[src/rtl/gpio_altfn_pkg.sv]
package gpio_altfn_pkg;

    typedef enum logic [1:0] {
        PM_INPUT   = 2'b00,
        PM_OUTPUT  = 2'b01,
        PM_SPECIAL = 2'b10,
        PM_RSVD    = 2'b11
    } pin_mode_e;

    typedef enum logic [1:0] {
        RS_MODE = 2'd0,
        RS_DATA = 2'd1,
        RS_PULL = 2'd2,
        RS_NONE = 2'd3
    } reg_sel_e;

    localparam int OFF_W = 4;

    typedef struct packed {
        logic val;
        logic en;
    } pad_drive_t;

    function automatic reg_sel_e decode_sel(input logic [OFF_W-1:0] off);
        return reg_sel_e'(off[3:2]);
    endfunction

endpackage

[src/rtl/gpio_port_regs.sv]
module gpio_port_regs
    import gpio_altfn_pkg::*;
#(
    parameter int NUM_PINS = 16,
    parameter int NARROW   = 0,
    parameter int DW       = 32,
    localparam int CFG_W   = (NARROW != 0) ? NUM_PINS : 2 * NUM_PINS
) (
    input  logic                clk,
    input  logic                rst,
    input  logic                we,
    input  reg_sel_e            sel,
    input  logic [DW-1:0]       wdata,
    output logic [CFG_W-1:0]    cfg_q,
    output logic [NUM_PINS-1:0] dat_q,
    output logic [NUM_PINS-1:0] pul_q
);
    localparam logic [CFG_W-1:0] CFG_RST = (NARROW != 0) ? {CFG_W{1'b1}} : {CFG_W{1'b0}};

    always_ff @(posedge clk) begin
        if (rst) begin
            cfg_q <= CFG_RST;
            dat_q <= '0;
            pul_q <= '0;
        end else if (we) begin
            case (sel)
                RS_MODE: cfg_q <= wdata[CFG_W-1:0];
                RS_DATA: dat_q <= wdata[NUM_PINS-1:0];
                RS_PULL: pul_q <= wdata[NUM_PINS-1:0];
                default: ;
            endcase
        end
    end


    rsvd_write_ignored_chk: assert property (@(posedge clk) disable iff (rst)
        (we && sel == RS_NONE) |=> ($stable(cfg_q) && $stable(dat_q) && $stable(pul_q)));


    reset_state_chk: assert property (@(posedge clk)
        $past(rst) |-> (cfg_q == CFG_RST && dat_q == '0 && pul_q == '0));

endmodule

[src/rtl/gpio_pad_sync.sv]
module gpio_pad_sync #(
    parameter int NUM_PINS = 16
) (
    input  logic                clk,
    input  logic                rst,
    input  logic [NUM_PINS-1:0] pad_in,
    output logic [NUM_PINS-1:0] sync_q
);
    logic [NUM_PINS-1:0] stage1;

    always_ff @(posedge clk) begin
        if (rst) begin
            stage1 <= '0;
            sync_q <= '0;
        end else begin
            stage1 <= pad_in;
            sync_q <= stage1;
        end
    end

    logic [1:0] age;
    always_ff @(posedge clk) begin
        if (rst)              age <= '0;
        else if (age != 2'd2) age <= age + 2'd1;
    end


    sync_latency_chk: assert property (@(posedge clk) disable iff (rst)
        (age == 2'd2) |-> (sync_q == $past(pad_in, 2)));

endmodule

[src/rtl/gpio_pin_mux.sv]
module gpio_pin_mux
    import gpio_altfn_pkg::*;
(
    input  pin_mode_e  mode,
    input  logic       dat_bit,
    input  logic       per_val,
    input  logic       per_en,
    output pad_drive_t drv,
    output logic       from_reg
);
    always_comb begin
        drv      = '{val: 1'b0, en: 1'b0};
        from_reg = 1'b0;
        unique case (mode)
            PM_OUTPUT: begin
                drv      = '{val: dat_bit, en: 1'b1};
                from_reg = 1'b1;
            end
            PM_SPECIAL: drv = '{val: per_val, en: per_en};
            default:    drv = '{val: 1'b0, en: 1'b0};
        endcase
    end
endmodule

[src/rtl/gpio_altfn_port.sv]
module gpio_altfn_port
    import gpio_altfn_pkg::*;
#(
    parameter int NUM_PINS = 16,
    parameter int NARROW   = 0,
    parameter int DW       = 32
) (
    input  logic                clk,
    input  logic                rst,
    input  logic [OFF_W-1:0]    bus_addr,
    input  logic                bus_we,
    input  logic [DW-1:0]       bus_wdata,
    output logic [DW-1:0]       bus_rdata,
    input  logic [NUM_PINS-1:0] pad_in,
    output logic [NUM_PINS-1:0] pad_out,
    output logic [NUM_PINS-1:0] pad_oe,
    output logic [NUM_PINS-1:0] pad_pu_en,
    input  logic [NUM_PINS-1:0] periph_out,
    input  logic [NUM_PINS-1:0] periph_oe,
    output logic [NUM_PINS-1:0] periph_in
);
    localparam int CFG_W = (NARROW != 0) ? NUM_PINS : 2 * NUM_PINS;

    reg_sel_e            sel;
    logic [CFG_W-1:0]    cfg_q;
    logic [NUM_PINS-1:0] dat_q;
    logic [NUM_PINS-1:0] pul_q;
    logic [NUM_PINS-1:0] sync_q;
    logic [NUM_PINS-1:0] out_mask;
    logic [NUM_PINS-1:0] rd_bits;

    assign sel = decode_sel(bus_addr);

    gpio_port_regs #(.NUM_PINS(NUM_PINS), .NARROW(NARROW), .DW(DW)) u_regs (
        .clk(clk), .rst(rst), .we(bus_we), .sel(sel), .wdata(bus_wdata),
        .cfg_q(cfg_q), .dat_q(dat_q), .pul_q(pul_q)
    );

    gpio_pad_sync #(.NUM_PINS(NUM_PINS)) u_sync (
        .clk(clk), .rst(rst), .pad_in(pad_in), .sync_q(sync_q)
    );

    for (genvar i = 0; i < NUM_PINS; i++) begin : g_pin
        pin_mode_e  mode;
        pad_drive_t drv;
        if (NARROW != 0) begin : g_narrow
            assign mode = cfg_q[i] ? PM_SPECIAL : PM_OUTPUT;
        end else begin : g_wide
            assign mode = pin_mode_e'(cfg_q[2*i+1:2*i]);
        end
        gpio_pin_mux u_mux (
            .mode(mode), .dat_bit(dat_q[i]), .per_val(periph_out[i]),
            .per_en(periph_oe[i]), .drv(drv), .from_reg(out_mask[i])
        );
        assign pad_out[i] = drv.val;
        assign pad_oe[i]  = drv.en;
        assign rd_bits[i] = out_mask[i] ? dat_q[i] : sync_q[i];
    end

    assign pad_pu_en = ~pul_q;
    assign periph_in = sync_q;

    always_comb begin
        case (sel)
            RS_MODE: bus_rdata = DW'(cfg_q);
            RS_DATA: bus_rdata = DW'(rd_bits);
            RS_PULL: bus_rdata = DW'(pul_q);
            default: bus_rdata = '0;
        endcase
    end


    out_follows_write_chk: assert property (@(posedge clk) disable iff (rst)
        (bus_we && sel == RS_DATA) |=> (((pad_out ^ $past(bus_wdata[NUM_PINS-1:0])) & out_mask) == '0));


    pull_readback_chk: assert property (@(posedge clk) disable iff (rst)
        (sel == RS_PULL) |-> (bus_rdata[NUM_PINS-1:0] == ~pad_pu_en));


    idle_pin_quiet_chk: assert property (@(posedge clk) disable iff (rst)
        (sel == RS_DATA && !bus_we) |-> ((pad_oe & ~out_mask & ~periph_oe) == '0));

endmodule

[config.mk]
export PLATFORM = sky130hd
export DESIGN_NAME = gpio_altfn_port
export DESIGN_NICKNAME = d
export VERILOG_FILES = /design/src/rtl/gpio_altfn_pkg.sv /design/src/rtl/gpio_port_regs.sv /design/src/rtl/gpio_pad_sync.sv /design/src/rtl/gpio_pin_mux.sv /design/src/rtl/gpio_altfn_port.sv
export SDC_FILE = /design/constraint.sdc
export NUM_CORES = 1
export LEC_CHECK = 0
export BUFFER_PORTS_ARGS = -buffer_cell sky130_fd_sc_hd__buf_4
export CAP_MARGIN = 20
export CORE_MARGIN = 5
export CORE_UTILIZATION = 55
export CTS_BUF_LIST = sky130_fd_sc_hd__clkbuf_4
export CTS_CLUSTER_SIZE = 20
export DETAILED_ROUTE_END_ITERATION = 7
export PLACE_DENSITY = 0.87
export SKIP_LAST_GASP = 1
export SLEW_MARGIN = 20
export SYNTH_ARGS = -nofsm -noshare
export SYNTH_HDL_FRONTEND = slang
export SYNTH_SLANG_ARGS = --single-unit
[constraint.sdc]
create_clock -name clk -period 3 [get_ports clk]
set_input_delay 0.6 -clock clk [delete_from_list [all_inputs] [get_ports clk]]
set_output_delay 0.6 -clock clk [all_outputs]
set_load 0.02 [all_outputs]
After elaboration in Yosys (flattened, before gate mapping)
Index checks and enable logic that the tools add are counted.
{"block": "classes", "n_mux": 49, "eq_ne": 34, "bitwise": 1, "n_reduce_logical": 4}
{"operator": "32-bit case mux with 3 select lines", "n": 1}
{"operator": "2-bit case mux with 2 select lines", "n": 16}
{"operator": "2-bit by 1-bit equality test with 1-bit output, second input constant", "n": 17}
{"operator": "2-bit equality test, second input constant", "n": 17}
{"operator": "1-bit two-way mux", "n": 32}
{"operator": "16-bit NOT", "n": 1}
{"operator": "2-bit AND reduction", "n": 3}
{"operator": "2-bit zero test", "n": 1}
{"block": "word_totals", "register_bits": 96, "word_cells": 93, "input_bits": 87, "output_inout_bits": 96}

Longest topological paths before layout
{"block": "logic_depth", "depth_word": 4, "depth_mapped": 5, "mapped_depth_nobuf": 4}

Cells and area by module
From an unflattened synthesis, not the netlist that was laid out.
{"block": "hier_totals", "cells_unflattened": 529, "hier_area_um2": 5138.7}
{"mod": "gpio_port_regs", "n_inst": 1, "cells_each": 245, "area_per_inst_um2": 2711.4}
{"mod": "gpio_pad_sync", "n_inst": 1, "cells_each": 67, "area_per_inst_um2": 863.3}
{"mod": "gpio_pin_mux", "n_inst": 16, "cells_each": 8, "area_per_inst_um2": 52.6}
{"mod": "gpio_altfn_port", "n_inst": 1, "cells_each": 89, "area_per_inst_um2": 723.2}

Least setup slack after synthesis
No wires, ideal clock.
{"block": "synth_timing", "kind": "in2out", "start": "input bus_addr[3]", "end": "output bus_rdata[16]", "slack_ps": 838, "arrival_ps": 1562, "required_time_ps": 2400, "stages": 4, "path_buffers": 3, "cell_sequence": "buf_6 buf_2 clkbuf_1 nor3_1"}
{"block": "synth_via", "elab_chain_cells": 2, "word_cells_on_any_way": 4}
{"element": "start, declared", "line_no": "gpio_altfn_port.sv:10", "source": "input logic [OFF_W-1:0] bus_addr,"}
{"element": "2-bit equality test, or another cell as far along", "line_no": "gpio_altfn_port.sv:64", "source": "case (sel)"}
{"element": "32-bit case mux with 3 select lines (*)", "line_no": "gpio_altfn_port.sv:64"}
{"element": "end, declared", "line_no": "gpio_altfn_port.sv:13", "source": "output logic [DW-1:0] bus_rdata,"}
Every way passes the cells marked *; elsewhere a longest branch is shown, timed or not.

Worst setup path after layout
{"block": "layout_timing", "start": "input bus_addr[3]", "end": "output bus_rdata[10]"}
Same word-level chain as after synthesis.

==> results.toml <==
[floorplanning]
rows = 35
fp.coreArea_um2 = 9150
start_util_pct = 56.0
die_h_um = 107
die_w_um = 107
pin_count = 183
dieArea_um2 = 11300

[routing]
antenna_left = 0
wl_um = 13200
drcViolationCount = 0
first_iter_violations = 166
routed-via-count = 4357
firstDrtPassIters = 4
drt-wirelength-per-cell_um = 15.9
via_per_inst = 5.24

[timing]
timing.final.ws_setup_ps = 286
max_freq_mhz = 368
rsz0062_at_grt = "no"
final-setup-viol-count = 0
fin_crit_ps = 2710
fin_setup_tns_ps = 0
worst_slew_pin_slew_ps = 911
timing.final.crit_share_pct = 90.5
finClkSkew_ps = 14.4
slew-limit-headroom_pct = 39.3
slew_viol_final = 0
finalHoldViolCount = 0

[placed_design]
dp.cells = 815
routabilityCongestion = 0.809
port_buffers = 180
dp_hpwl_um = 9810
place_area_um2 = 6500
dp_slack_ps = 295

[yosys]
synth_edf_count = 0
synth.most_common_cell = "nand2b_1"
ys_types = 20
synthesis.area_um2 = 5120
async_reset_ff_share_pct = 0
yosysTopAreaCell = "dfxtp_1"
syn-num-nets = 672
yosysWarnings = 0
avgSynthCellArea_um2 = 9.27
synthFlopType = "dfxtp_1"
synth-seq-area-share_pct = 37.5
synth_top_cells_by_count = "nand2b_1, dfxtp_1, mux2i_1, inv_1"
synthTopCellsByArea = "dfxtp_1, mux2i_1, nand2b_1"
synth-seq-cells = 96
netlist.area_leader.share_pct = 37.5
syn_inst = 553

[setup_path]
path_cells = "buf_4 -> nand2b_1 -> o211ai_1 -> buf_4"
cp_max_fo = 30
path_delay_family = "simple AND/OR/NAND/NOR gates"
critPathLaunch = "bus_addr[3]"
crit_top_cell = "buf_4"
max_stage_delay_ps = 760
cp-start-kind = "primary input"
arrival_ps = 2110
crit_path_top_delay_cell = "nand2b_1"
r2r_start = "u_regs.cfg_q[2]"
worstPathRequired_ps = 2400
critical_path_class = "primary input to output pin"
cp-end-kind = "output pin"
path_buf_inv = 2

[clock_network]
hold_buffers = 0
cts_root_buf = "clkbuf_4"
cts_tree = "yes"
cts.sinks = 96
cts_buffers = 9
cts_setup_buffers = 0
cts_max_level = 3
path_clk_slew_ps = 170
ctsLongestPathBuffers = 2
insertion_delay_ps = 430
cts_resized = 0

[grt]
grt_max_degree = 123
grt.total_usage_pct = 23.2
grt_pass1_wl_um = 21400
antenna_found_initial = 0
grt_pass1_vias = 4493
grt.overflow.total = 0

[cells_and_area]
fin_nets = 834
drive_above_1_share_pct = 28.3
area_delta_synth_final_pct = 29.8
fin_area_um2 = 6650
num_antenna_cells = 0
fillers = 691
stdcell_count = 831

[pwr]
p_leak_nw = 2.83
power_density_nw_per_um2 = 374
finalPower_mw = 2.49
vdd_drop_max_uv = 276

[flow_run]
maxCapViolations = 0

[min_path]
hold_class = "primary input to flop"
hp-start = "pad_in[13]"

[status]
status = "complete, no violations"
==> cell type report <==
cell class,count,area [µm²],share of cell area [%]
Inverter,48,180,2.71
Clock buffer,9,67.6,1.02
Timing Repair Buffer,186,1420,21.4
Tap cell,111,139,2.09
Clock inverter,7,80.1,1.20
Sequential cell,96,1920,28.9
Multi-Input combinational cell,374,2840,42.7
==> cells in the final DEF, fill, tap and decap left out <==
master,n
a21oi_1,16
a22oi_1,16
and3b_1,1
buf_12,2
buf_4,184
bufinv_16,1
clkbuf_4,9
clkinv_2,1
clkinv_4,2
clkinvlp_4,1
dfxtp_1,96
ha_1,32
inv_1,48
inv_6,1
inv_8,1
mux2i_1,80
nand2b_1,97
nand3b_1,18
nor2_1,32
nor2b_1,32
nor3_1,16
nor3b_4,1
o211ai_1,16
or3b_1,16
or3b_2,1
==> through the flow <==
step                      util, %  hold slack (ps)
after floorplan                 -              414
after global placement       71.0              417
after detailed placement     71.0              426
after CTS                    72.7              331
after global routing         72.7              321
final                        72.7              363
==> metal layers <==
metal	part of all wire, %	vias up	global-route usage, %
met5	0	-	0
met1	42	2048	28.1
met4	2.1	0	8.31
met2	51	125	40.6
li1	-	2159	-
met3	5.4	25	4.86
==> registers in the layout, summed over array words and instances (netlist names) <==
name / cells
u_sync.stage1: 16
u_sync.sync_q: 16
u_regs.dat_q: 16
u_regs.pul_q: 16
u_regs.cfg_q: 32
==> path summary, 6_finish.rpt <==
path | slack [ps] | cells past startpoint | end
setup / recovery | 290 | 4 | bus_rdata[10]
hold / removal | 360 | 2 | u_sync.stage1[13]
setup reg to reg | 2290 | 2 | u_regs.cfg_q[2]
hold reg to reg | 460 | 1 | u_sync.sync_q[2]
==> where the power goes <==
part / switching [mW] / total [mW] / internal (mW)
combinational: 0.201 / 0.414 / 0.213
clock: 0.451 / 0.716 / 0.265
sequential: 0.0352 / 1.36 / 1.33
==> worst register-to-register path, cell delays in order, from the launching register on <==
cell,delay (ps)
dfxtp_1,440
nand2b_1,70
mux2i_1,140
==> kinds of logic (layout without fill, tap and decap cells) <==
kind of cell	count (synthesis)	count (layout)	share of synthesized area, %
and+or+nand+nor	214	214	25.6
muxes	80	80	15.6
buffers and inverters	83	250	7.20
AOI/OAI and AO/OA	48	48	6.25
adders and majority gates	32	32	7.81
DFF	96	96	37.5
No activity file was read; power rests on OpenSTA's default activity.
